===== config.mk =====
export PLATFORM = sky130hd
export DESIGN_NAME = cfg_image_extract
export DESIGN_NICKNAME = d
export VERILOG_FILES = /design/src/rtl/imgsel_pkg.sv /design/src/rtl/imgsel_chunk_filter.sv /design/src/rtl/imgsel_pay_count.sv /design/src/rtl/imgsel_hdr_walker.sv /design/src/rtl/cfg_image_extract.sv
export SDC_FILE = /design/constraint.sdc
export NUM_CORES = 1
export LEC_CHECK = 0
export ABC_AREA = 1
export ABC_CLOCK_PERIOD_IN_PS = 3100
export BUFFER_PORTS_ARGS = -buffer_cell sky130_fd_sc_hd__buf_2
export CAP_MARGIN = 5
export CORE_ASPECT_RATIO = 1.75
export CORE_MARGIN = 10
export CORE_UTILIZATION = 60
export CTS_CLUSTER_DIAMETER = 60
export CTS_CLUSTER_SIZE = 40
export DETAILED_ROUTE_END_ITERATION = 7
export MAX_ROUTING_LAYER = met4
export PLACE_DENSITY = 0.78
export SYNTH_ARGS = -nofsm -noshare
export SYNTH_HDL_FRONTEND = slang
export SYNTH_SLANG_ARGS = --single-unit

===== constraint.sdc =====
create_clock -name clk -period 3.1 [get_ports clk]
set_clock_uncertainty 0.05 [all_clocks]
set_input_delay 0.465 -clock clk [delete_from_list [all_inputs] [get_ports clk]]
set_output_delay 0.465 -clock clk [all_outputs]
set_load 0.02 [all_outputs]

===== src/rtl/imgsel_pkg.sv =====
`timescale 1ns/1ps
package imgsel_pkg;

  localparam int SIG_BYTES  = 13;
  localparam int PLEN_W     = 32;
  localparam logic [7:0] SEC_TYPE_LO  = 8'h61;
  localparam logic [7:0] SEC_TYPE_HI  = 8'h65;
  localparam logic [7:0] SEC_TYPE_PAY = 8'h65;

  typedef enum logic [2:0] {
    WK_IDLE,
    WK_SIG,
    WK_TYPE,
    WK_LEN,
    WK_SKIP,
    WK_PAY,
    WK_DONE,
    WK_ERR
  } walk_state_t;

  // Expected signature byte at a given position.
  function automatic logic [7:0] sig_byte(input logic [3:0] idx);
    logic [7:0] b;
    if (idx == 4'd1)
      b = 8'h09;
    else if (idx >= 4'd2 && idx <= 4'd9)
      b = idx[0] ? 8'hF0 : 8'h0F;
    else if (idx == 4'd12)
      b = 8'h01;
    else
      b = 8'h00;
    return b;
  endfunction

endpackage


===== src/rtl/imgsel_chunk_filter.sv =====
`timescale 1ns/1ps
module imgsel_chunk_filter #(
  parameter int CHUNK_BYTES = 288,
  parameter int MAX_IMAGES  = 4,
  localparam int POS_W = (CHUNK_BYTES > 1) ? $clog2(CHUNK_BYTES) : 1,
  localparam int IMG_W = $clog2(MAX_IMAGES + 1)
) (
  input  logic             clk,
  input  logic             rst_n,
  input  logic             restart,
  input  logic [IMG_W-1:0] sel_in,
  input  logic [IMG_W-1:0] count_in,
  input  logic             beat,
  output logic             keep
);

  localparam logic [POS_W-1:0] POS_LAST = POS_W'(CHUNK_BYTES - 1);

  logic [POS_W-1:0] pos_q;
  logic [IMG_W-1:0] slot_q;
  logic [IMG_W-1:0] sel_q;
  logic [IMG_W-1:0] cnt_q;
  logic             slot_wrap;

  assign slot_wrap = (slot_q == cnt_q - IMG_W'(1));
  assign keep      = (slot_q == sel_q - IMG_W'(1));

  always_ff @(posedge clk or negedge rst_n) begin
    if (!rst_n) begin
      pos_q  <= '0;
      slot_q <= '0;
      sel_q  <= '0;
      cnt_q  <= '0;
    end else if (restart) begin
      pos_q  <= '0;
      slot_q <= '0;
      sel_q  <= sel_in;
      cnt_q  <= count_in;
    end else if (beat) begin
      if (pos_q == POS_LAST) begin
        pos_q  <= '0;
        slot_q <= slot_wrap ? '0 : slot_q + IMG_W'(1);
      end else begin
        pos_q <= pos_q + POS_W'(1);
      end
    end
  end

endmodule


===== src/rtl/imgsel_pay_count.sv =====
`timescale 1ns/1ps
module imgsel_pay_count #(
  parameter int LEN_W = 32
) (
  input  logic             clk,
  input  logic             rst_n,
  input  logic             load,
  input  logic [LEN_W-1:0] load_val,
  input  logic             dec,
  output logic             last
);

  logic [LEN_W-1:0] rem_q;

  assign last = (rem_q == LEN_W'(1));

  always_ff @(posedge clk or negedge rst_n) begin
    if (!rst_n)
      rem_q <= '0;
    else if (load)
      rem_q <= load_val;
    else if (dec)
      rem_q <= rem_q - LEN_W'(1);
  end

endmodule


===== src/rtl/imgsel_hdr_walker.sv =====
`timescale 1ns/1ps
module imgsel_hdr_walker
  import imgsel_pkg::*;
#(
  parameter int SEARCH_LIMIT = 100,
  localparam int CNT_W = $clog2(SEARCH_LIMIT + 3)
) (
  input  logic              clk,
  input  logic              rst_n,
  input  logic              start,
  input  logic              cfg_ok,
  input  logic              byte_valid,
  input  logic [7:0]        byte_data,
  input  logic              sink_ready,
  input  logic              pay_last,
  output logic              byte_ready,
  output logic              pay_load,
  output logic [PLEN_W-1:0] pay_len_new,
  output logic              pay_dec,
  output logic [PLEN_W-1:0] payload_len,
  output logic              active,
  output logic              in_payload,
  output logic              done,
  output logic              error
);

  walk_state_t       state_q;
  logic [3:0]        sig_idx_q;
  logic [CNT_W-1:0]  hdr_cnt_q;
  logic [23:0]       len_acc_q;
  logic [1:0]        len_left_q;
  logic              is_pay_q;
  logic [7:0]        skip_left_q;

  logic              kb;
  logic              limit_hit;
  logic              type_ok;
  logic [PLEN_W-1:0] len_next;

  assign kb        = byte_valid && byte_ready;
  assign limit_hit = (hdr_cnt_q >= CNT_W'(SEARCH_LIMIT));
  assign type_ok   = (byte_data >= SEC_TYPE_LO) && (byte_data <= SEC_TYPE_HI);
  assign len_next  = {len_acc_q, byte_data};

  always_comb begin
    case (state_q)
      WK_SIG, WK_LEN:   byte_ready = 1'b1;
      WK_TYPE, WK_SKIP: byte_ready = !limit_hit;
      WK_PAY:           byte_ready = sink_ready;
      default:          byte_ready = 1'b0;
    endcase
  end

  assign pay_load    = (state_q == WK_LEN) && kb && (len_left_q == 2'd0) && is_pay_q;
  assign pay_len_new = len_next;
  assign pay_dec     = (state_q == WK_PAY) && kb;
  assign active      = (state_q != WK_IDLE) && (state_q != WK_DONE) && (state_q != WK_ERR);
  assign in_payload  = (state_q == WK_PAY);
  assign done        = (state_q == WK_DONE);
  assign error       = (state_q == WK_ERR);

  always_ff @(posedge clk or negedge rst_n) begin
    if (!rst_n) begin
      state_q     <= WK_IDLE;
      sig_idx_q   <= '0;
      hdr_cnt_q   <= '0;
      len_acc_q   <= '0;
      len_left_q  <= '0;
      is_pay_q    <= 1'b0;
      skip_left_q <= '0;
      payload_len <= '0;
    end else if (start) begin
      state_q     <= cfg_ok ? WK_SIG : WK_ERR;
      sig_idx_q   <= '0;
      hdr_cnt_q   <= '0;
      len_acc_q   <= '0;
      payload_len <= '0;
    end else begin
      case (state_q)
        WK_SIG: begin
          if (kb) begin
            if (byte_data != sig_byte(sig_idx_q))
              state_q <= WK_ERR;
            else if (sig_idx_q == 4'(SIG_BYTES - 1))
              state_q <= WK_TYPE;
            else
              sig_idx_q <= sig_idx_q + 4'd1;
          end
        end
        WK_TYPE: begin
          if (limit_hit) begin
            state_q <= WK_ERR;
          end else if (kb) begin
            hdr_cnt_q <= hdr_cnt_q + CNT_W'(1);
            if (!type_ok) begin
              state_q <= WK_ERR;
            end else begin
              is_pay_q   <= (byte_data == SEC_TYPE_PAY);
              len_left_q <= (byte_data == SEC_TYPE_PAY) ? 2'd3 : 2'd1;
              len_acc_q  <= '0;
              state_q    <= WK_LEN;
            end
          end
        end
        WK_LEN: begin
          if (kb) begin
            len_acc_q <= len_next[23:0];
            if (!is_pay_q)
              hdr_cnt_q <= hdr_cnt_q + CNT_W'(1);
            if (len_left_q != 2'd0) begin
              len_left_q <= len_left_q - 2'd1;
            end else if (is_pay_q) begin
              payload_len <= len_next;
              state_q     <= (len_next == '0) ? WK_DONE : WK_PAY;
            end else if (len_next[PLEN_W-1:8] != '0) begin
              state_q <= WK_ERR;
            end else if (len_next[7:0] == 8'd0) begin
              state_q <= WK_TYPE;
            end else begin
              skip_left_q <= len_next[7:0];
              state_q     <= WK_SKIP;
            end
          end
        end
        WK_SKIP: begin
          if (limit_hit) begin
            state_q <= WK_ERR;
          end else if (kb) begin
            hdr_cnt_q   <= hdr_cnt_q + CNT_W'(1);
            skip_left_q <= skip_left_q - 8'd1;
            if (skip_left_q == 8'd1)
              state_q <= WK_TYPE;
          end
        end
        WK_PAY: begin
          if (kb && pay_last)
            state_q <= WK_DONE;
        end
        default: state_q <= state_q;
      endcase
    end
  end

endmodule


===== src/rtl/cfg_image_extract.sv =====
`timescale 1ns/1ps
module cfg_image_extract
  import imgsel_pkg::*;
#(
  parameter int CHUNK_BYTES  = 288,
  parameter int MAX_IMAGES   = 4,
  parameter int SEARCH_LIMIT = 100,
  localparam int IMG_W = $clog2(MAX_IMAGES + 1)
) (
  input  logic              clk,
  input  logic              rst_n,
  input  logic              start,
  input  logic [IMG_W-1:0]  img_sel,
  input  logic [IMG_W-1:0]  img_count,
  input  logic              in_valid,
  output logic              in_ready,
  input  logic [7:0]        in_data,
  output logic              out_valid,
  input  logic              out_ready,
  output logic [7:0]        out_data,
  output logic              done,
  output logic              error,
  output logic [PLEN_W-1:0] payload_length
);

  logic              keep;
  logic              beat;
  logic              cfg_ok;
  logic              wk_ready;
  logic              wk_active;
  logic              wk_payload;
  logic              pay_load;
  logic [PLEN_W-1:0] pay_len_new;
  logic              pay_dec;
  logic              pay_last;

  assign cfg_ok = (img_count != '0) && (img_sel != '0) &&
                  (img_sel <= img_count) && (img_count <= IMG_W'(MAX_IMAGES));

  assign in_ready  = wk_active && (!keep || wk_ready);
  assign beat      = in_valid && in_ready;
  assign out_valid = wk_payload && in_valid && keep;
  assign out_data  = in_data;

  imgsel_chunk_filter #(
    .CHUNK_BYTES (CHUNK_BYTES),
    .MAX_IMAGES  (MAX_IMAGES)
  ) filter_i (
    .clk      (clk),
    .rst_n    (rst_n),
    .restart  (start),
    .sel_in   (img_sel),
    .count_in (img_count),
    .beat     (beat),
    .keep     (keep)
  );

  imgsel_hdr_walker #(
    .SEARCH_LIMIT (SEARCH_LIMIT)
  ) walker_i (
    .clk         (clk),
    .rst_n       (rst_n),
    .start       (start),
    .cfg_ok      (cfg_ok),
    .byte_valid  (in_valid && keep),
    .byte_data   (in_data),
    .sink_ready  (out_ready),
    .pay_last    (pay_last),
    .byte_ready  (wk_ready),
    .pay_load    (pay_load),
    .pay_len_new (pay_len_new),
    .pay_dec     (pay_dec),
    .payload_len (payload_length),
    .active      (wk_active),
    .in_payload  (wk_payload),
    .done        (done),
    .error       (error)
  );

  imgsel_pay_count #(
    .LEN_W (PLEN_W)
  ) paycnt_i (
    .clk      (clk),
    .rst_n    (rst_n),
    .load     (pay_load),
    .load_val (pay_len_new),
    .dec      (pay_dec),
    .last     (pay_last)
  );

endmodule


After elaboration in Yosys (flattened, before gate mapping)
Cells that the tools add are included.
{"block": "word_totals", "wordCells": 202, "out_inout_bits": 44, "input_bits": 19, "register_bits": 131}
{"block": "op_classes", "n_reduce_logical": 52, "addsub": 9, "n_bitwise": 2, "mux": 73, "magnitude_cmp": 7, "n_eq_ne": 46}
{"op": "two-way mux 32 bit", "count": 7}
{"op": "two-way mux 24 bit", "count": 5}
{"op": "two-way mux 8 bit", "count": 13}
{"op": "two-way mux 3 bit", "count": 21}
{"op": "one-hot mux 24 bit (2 select lines)", "count": 1}
{"op": "two-way mux 7 bit", "count": 5}
{"op": "== test 32 x 1 -> 1 bit, second input constant", "count": 1}
{"op": "logical NOT 32 bit", "count": 1}
{"op": "subtractor 32 x 1 -> 32 bit, second input constant", "count": 1}
{"op": "two-way mux 9 bit", "count": 3}
{"op": "nonzero test 24 bit", "count": 1}
{"op": "two-way mux 4 bit", "count": 5}
{"op": "inequality test 2 bit, second input constant", "count": 10}
{"op": "nonzero test 2 bit", "count": 10}
{"op": "logical AND 1 bit", "count": 18}
{"op": "inequality test 3 bit, second input constant", "count": 6}
{"op": "AND reduction 9 bit", "count": 2}
{"op": "inequality test 4 x 2 -> 1 bit, second input constant", "count": 4}
{"op": "one-hot mux 8 bit (2 select lines)", "count": 1}
{"op": "inequality test 3 x 2 -> 1 bit, second input constant", "count": 5}
{"op": "one-hot mux 3 bit (5 select lines)", "count": 1}
{"op": "AND reduction 5 bit", "count": 3}
{"op": "nonzero test 3 bit", "count": 5}
{"op": "two-way mux 2 bit", "count": 7}
{"op": "other kinds (40)", "count": 53}

Logic depth before layout (Yosys ltp)
{"block": "logic_depth", "depth_word": 12, "ltp_mapped": 17, "mapped_depth_nobuf": 17}

By module
From an unflattened synthesis, not the netlist that was laid out.
{"block": "unflattened", "hier_cells": 1058, "area_unflattened_um2": 8062.7}
{"mod": "imgsel_hdr_walker", "area_each_um2": 4455.5, "cells_each": 553, "seq_area_each_um2": 2026.9, "instances": 1}
{"mod": "imgsel_pay_count", "area_each_um2": 2351.0, "cells_each": 335, "seq_area_each_um2": 800.8, "instances": 1}
{"mod": "imgsel_chunk_filter", "area_each_um2": 1048.5, "cells_each": 133, "seq_area_each_um2": 450.4, "instances": 1}
{"mod": "cfg_image_extract", "area_each_um2": 207.7, "cells_each": 37, "seq_area_each_um2": 0.0, "instances": 1}

Least setup slack after synthesis
Ideal clock, no wire load.
{"block": "synth_timing", "path_kind": "flip-flop to output port", "from": "register walker_i.state_q[2]", "to": "output port in_ready", "slack_ns": 1.023, "stages_incl_launch_ff": 8, "n_path_buf": 0, "required_time_ns": 2.585, "arrival_time_ns": 1.562, "cell_sequence": "dfrtp_1 inv_2 nand2_2 nor2_4 nor2_2 nor2_4 nor2_4 a21boi_0"}
{"block": "synth_via", "elab_chain_len": 5, "elab_cells_between_ends": 15, "cone_classes": "eq/ne: 7; mux: 1; reduce/logical: 7"}
{"element": "start: declaration", "line": "imgsel_hdr_walker.sv:27", "text": "walk_state_t state_q;"}
{"element": "start signal: assignment", "line": "imgsel_hdr_walker.sv:73", "text": "state_q <= cfg_ok ? WK_SIG : WK_ERR;"}
{"element": "start signal: assignment", "line": "imgsel_hdr_walker.sv:114", "text": "state_q <= (len_next == '0) ? WK_DONE : WK_PAY;"}
{"element": "start signal: assignment", "line": "imgsel_hdr_walker.sv:139", "text": "default: state_q <= state_q;"}
{"element": "== test 3 x 2 -> 1 bit (tied with other cells)", "line": "imgsel_hdr_walker.sv:46", "text": "case (state_q)"}
{"element": "OR reduction 2 bit, on equally long branches"}
{"element": "one-hot mux 1 bit (3 select lines)", "line": "imgsel_hdr_walker.sv:46"}
{"element": "logical OR 1 bit", "line": "cfg_image_extract.sv:40", "text": "assign in_ready = wk_active && (!keep || wk_ready);"}
{"element": "logical AND 1 bit (*)", "line": "cfg_image_extract.sv:40"}
{"element": "end: declaration", "line": "cfg_image_extract.sv:16", "text": "output logic in_ready,"}
Mark *: on every way between the ends. The rest lies on a longest branch, timed or not.

Worst setup path in the final report
{"block": "layout_timing", "from": "register filter_i.sel_q[0]", "to": "register paycnt_i.rem_q[27]"}
{"block": "layout_via", "elab_chain_len": 8, "elab_cells_between_ends": 10, "cone_classes": "add/sub: 1; eq/ne: 1; mux: 1; reduce/logical: 7"}
{"element": "start: declaration", "line": "imgsel_chunk_filter.sv:21", "text": "logic [IMG_W-1:0] sel_q;"}
{"element": "start signal: assignment", "line": "imgsel_chunk_filter.sv:37", "text": "sel_q <= sel_in;"}
{"element": "subtractor 3 x 1 -> 3 bit (*)", "line": "imgsel_chunk_filter.sv:26", "text": "assign keep = (slot_q == sel_q - IMG_W'(1));"}
{"element": "== test 3 bit (*)", "line": "imgsel_chunk_filter.sv:26"}
{"element": "logical AND 1 bit (*)", "line": "cfg_image_extract.sv:65", "text": ".byte_valid (in_valid && keep),"}
{"element": "logical AND 1 bit (*)", "line": "imgsel_hdr_walker.sv:40", "text": "assign kb = byte_valid && byte_ready;"}
{"element": "logical AND 1 bit (3 in a row)", "line": "imgsel_hdr_walker.sv:54", "text": "assign pay_load = (state_q == WK_LEN) && kb && (len_left_q == 2'd0) && is_pay_q;"}
{"element": "two-way mux 32 bit or nonzero test 2 bit (tied branches)"}
{"element": "end signal: assignment", "line": "imgsel_pay_count.sv:21", "text": "rem_q <= load_val;"}
{"element": "end signal: assignment", "line": "imgsel_pay_count.sv:23", "text": "rem_q <= rem_q - LEN_W'(1);"}
{"element": "end: declaration", "line": "imgsel_pay_count.sv:13", "text": "logic [LEN_W-1:0] rem_q;"}
Marks and branches as above.
A chain may end at the register's enable or synchronous reset.

==> summary.txt <==
Min path
  • HP Class: primary input to flop
  • Worst Hold Depth: 3
  • Worst hold path endpoint: filter_i.sel_q[0]$_DFFE_PN0P_
  • Hold path start: img_sel[0]

CTS
  • CTS Buffer Depth: 2
  • Clk Latency, worst-skew pair: 0.43 ns
  • CTS root buf: clkbuf_16
  • H-tree depth: 4
  • CTS tree: yes
  • Worst-path clk slew: 0.06 ns
  • CTS buffer count: 17
  • Clk sinks: 131

Finish
  • Share of layout cells above drive strength 1: 0.130
  • Fin area: 8590 um^2
  • Final Net Count: 1,083
  • N_diodes: 0
  • P&R area growth vs syn: 12.9%
  • Layout Utilization: 0.691

GRT
  • GRT Residual Overflow: 0
  • Antenna violations before repair: 0
  • Vias in the first global route: 7,073
  • First-pass GRT wire length: 34,100 um
  • Largest net degree at the start of global routing: 65
  • Gr usage total: 0.243

Floorplanning
  • Die boundary height: 169 um
  • Ports: 63
  • Row count: 54
  • CORE AREA: 12,400 um^2
  • Full die area: 17,800 um^2
  • Initial Utilization: 0.612
  • Die W: 105 um

Yosys
  • Top_reg_cell synth: dfrtp_1
  • Syn Std Cell Area: 7600 um^2
  • Yosys warns: 0
  • Seq/Total Area, Yosys: 0.431
  • Async S/R FF share, synth: 1.00
  • EDFF count, synth: 0
  • Mean post-synth cell area: 7.65 um^2
  • Post-synthesis cell type count: 45
  • Syn nets: 1,032
  • #FFs+latches synth: 131
  • Synth Instances: 994

Detailed routing
  • Residual DRC count: 0
  • Top Layer Used: met4
  • Final wirelength: 20,500 um
  • WL met2: 11,100 um
  • Post-route ant nets: 0
  • Wire per inst: 16.7 um
  • Vias per inst: 5.68
  • DRT iter0 DRCs: 438
  • DR pass1 iterations: 5
  • Met3 wire len: 784 um
  • Via count: 6,966
  • Met1 wire length: 7660 um

Timing
  • Min setup slack post-route: 0.363 ns
  • Worst-margin pin slew: 0.607 ns
  • Setup TNS Final: 0 ns
  • RSZ-0062 raised after global routing: false
  • Final Max Slew Viols: 0
  • Slew Limit Headroom: 0.595
  • Final Hold Viols: 0
  • Fmax: 0.365 GHz
  • # setup viols final: 0
  • Tmin final: 2.74 ns
  • Final Cycle Share: 0.883

Placed design
  • Dpl ws: 0.334 ns
  • HPWL after DPL: 14,900 um
  • Routability Congestion: 0.999
  • DP Area: 7990 um^2
  • IO Port Bufs: 62

Worst setup path
  • Launch point of the worst reg-to-reg path: filter_i.sel_q[0]$_DFFE_PN0P_
  • CP endpoint kind: flop
  • CP Buf/Inv Count: 3
  • Reg2reg setup slack: 0.36 ns
  • Max incr delay on CP: 0.36 ns
  • CP cell instances: inv_1 -> ha_1 -> nand2_1 -> inv_1 -> nor3_1 -> nand3_1 -> nor2_4 -> nand2_2 -> clkinv_2 -> o21ai_0 -> o221ai_1
  • Crit-path slowest cell: dfrtp_1
  • Startpoint Class: flop
  • WS Path Type: flop to flop
  • Top Family by Delay on Critical Path: simple AND/OR/NAND/NOR gates
  • Crit path max fanout: 22
  • Worst Path Required: 3.39 ns
  • FF-to-FF End: paycnt_i.rem_q[27]$_DFFE_PN0P_
  • Worst EP arrival: 3.03 ns
  • Most used cell, CP: inv_1
  • Worst Reg-to-Reg Cells: 11

Status
  • Outcome: finished, final reports clean

Job
  • Max-Cap Viols: 0

Pwr
  • Leakage power: 4.18 nW
  • Peak supply drop: 0.564 mV
  • Power Dens Cells: 755 nW/um^2
-- per-layer routing --
layer,up-vias,global-route usage
li1,3368,-
met1,3330,0.244
met2,202,0.437
met3,66,0.0411
met4,0,0.136
met5,-,-
-- through the flow --
step	power [W]	hold WS [ns]	std cells
after floorplan	0.00395	0.119	994
after global placement	0.00439	0.412	1193
after detailed placement	0.00445	0.418	1193
after CTS	0.00649	0.238	1226
after global routing	0.00693	0.254	1226
final	0.00649	0.244	1226
-- state kept, by name, summed over array words and instances, names as in the netlist --
name,count
paycnt_i.rem_q,32
walker_i.payload_len,32
walker_i.len_acc_q,24
filter_i.pos_q,9
walker_i.skip_left_q,8
walker_i.hdr_cnt_q,7
walker_i.sig_idx_q,4
filter_i.cnt_q,3
filter_i.sel_q,3
filter_i.slot_q,3
walker_i.state_q,3
walker_i.len_left_q,2
walker_i.is_pay_q,1
-- cell usage in the layout (no fill, tap or decap), types with 2 or more instances in the layout --
| cell type | n |
|---|---|
| nor3b_1 | 2 |
| nand2_1 | 242 |
| nor4_1 | 3 |
| nor3_2 | 2 |
| clkbuf_16 | 17 |
| o21ai_0 | 76 |
| nor2_2 | 3 |
| inv_1 | 109 |
| nor2_4 | 6 |
| buf_4 | 10 |
| a31oi_1 | 2 |
| inv_8 | 4 |
| nor3_1 | 23 |
| buf_2 | 61 |
| nand2_2 | 4 |
| dfrtp_1 | 131 |
| inv_2 | 8 |
| inv_6 | 5 |
| nand3_2 | 2 |
| o221ai_1 | 16 |
| nand3_1 | 62 |
| clkinvlp_4 | 4 |
| o21ai_1 | 8 |
| o211ai_1 | 11 |
| xnor2_1 | 7 |
| a21oi_1 | 71 |
| xor2_1 | 26 |
| or2_2 | 2 |
| nand4_1 | 17 |
| nor2_1 | 82 |
| o31ai_1 | 3 |
| ha_1 | 19 |
-- timing repair --
action                     4_1_cts  5_1_grt
hold buffers                     1        0
setup buffers                    0        0
gates resized for setup          0        1
hold endpoints to repair        16        0
setup endpoints to repair        0        1
-- where the power goes --
| part | leakage, nW | switching [W] | internal [W] |
|---|---|---|---|
| Sequential | 1.70 | 0.000306 | 0.00202 |
| Combinational | 2.20 | 0.00141 | 0.000731 |
| Clock | 0.278 | 0.000878 | 0.00114 |
| Total | 4.18 | 0.00260 | 0.00389 |
-- how the worst max path moves through the flow --
stage,cells after the start,to,startpoint
after detailed placement,11,paycnt_i.rem_q[27]$_DFFE_PN0P_,filter_i.sel_q[0]$_DFFE_PN0P_
after CTS,11,paycnt_i.rem_q[27]$_DFFE_PN0P_,filter_i.sel_q[0]$_DFFE_PN0P_
final,11,paycnt_i.rem_q[27]$_DFFE_PN0P_,filter_i.sel_q[0]$_DFFE_PN0P_
after global placement,11,paycnt_i.rem_q[27]$_DFFE_PN0P_,filter_i.sel_q[0]$_DFFE_PN0P_
after global routing,11,paycnt_i.rem_q[27]$_DFFE_PN0P_,filter_i.sel_q[0]$_DFFE_PN0P_
after floorplan,7,in_ready,walker_i.state_q[2]$_DFFE_PN0P_
-- cell families (layout without fill, tap and decap cells) --
logic type / after synthesis / in the layout / share of synthesized area
AO/OA/AOI/OAI: 194 / 194 / 0.143
multiplexers: 1 / 1 / 0.00132
XOR/XNOR: 33 / 33 / 0.0380
AND/OR/NAND/NOR: 455 / 455 / 0.265
adder cells (fa/ha/maj): 19 / 19 / 0.0313
buffers and inverters: 161 / 225 / 0.0908
flip-flops: 131 / 131 / 0.431
-- worst reg2reg max path, cell delays in order (launching register included) --
cell	delay, ns
dfrtp_1	0.36
inv_1	0.07
ha_1	0.31
nand2_1	0.07
inv_1	0.05
nor3_1	0.21
nand3_1	0.24
nor2_4	0.35
nand2_2	0.28
clkinv_2	0.33
o21ai_0	0.16
o221ai_1	0.17
-- layout make-up --
class | count | area (um^2)
fillers | 1075 | 3840
multi-input cells | 702 | 3640
flip-flops and latches | 131 | 3280
inverters | 119 | 450
clock buffers | 17 | 425
repair buffers | 74 | 422
well taps | 168 | 210
clock inverters | 15 | 165
-- cells in the mapped netlist (6+ instances only) --
master      n  area (um^2)
nor3_1     23          115
xor2_1     26          228
inv_1     109          409
inv_2       9         33.8
nor2_1     82          308
xnor2_1     7         61.3
buf_4       9         67.6
o221ai_1   16          140
nand4_1    17          106
nand3_1    62          310
nand2_1   242          908
dfrtp_1   131         3280
buf_2      10         50.1
o21ai_1     8         40.0
o21ai_0    76          380
o211ai_1   11         82.6
a21oi_1    71          355
clkbuf_1   16         60.1
nor2_4      6         67.6
ha_1       19          238
Power figures use the tool's default switching activity.
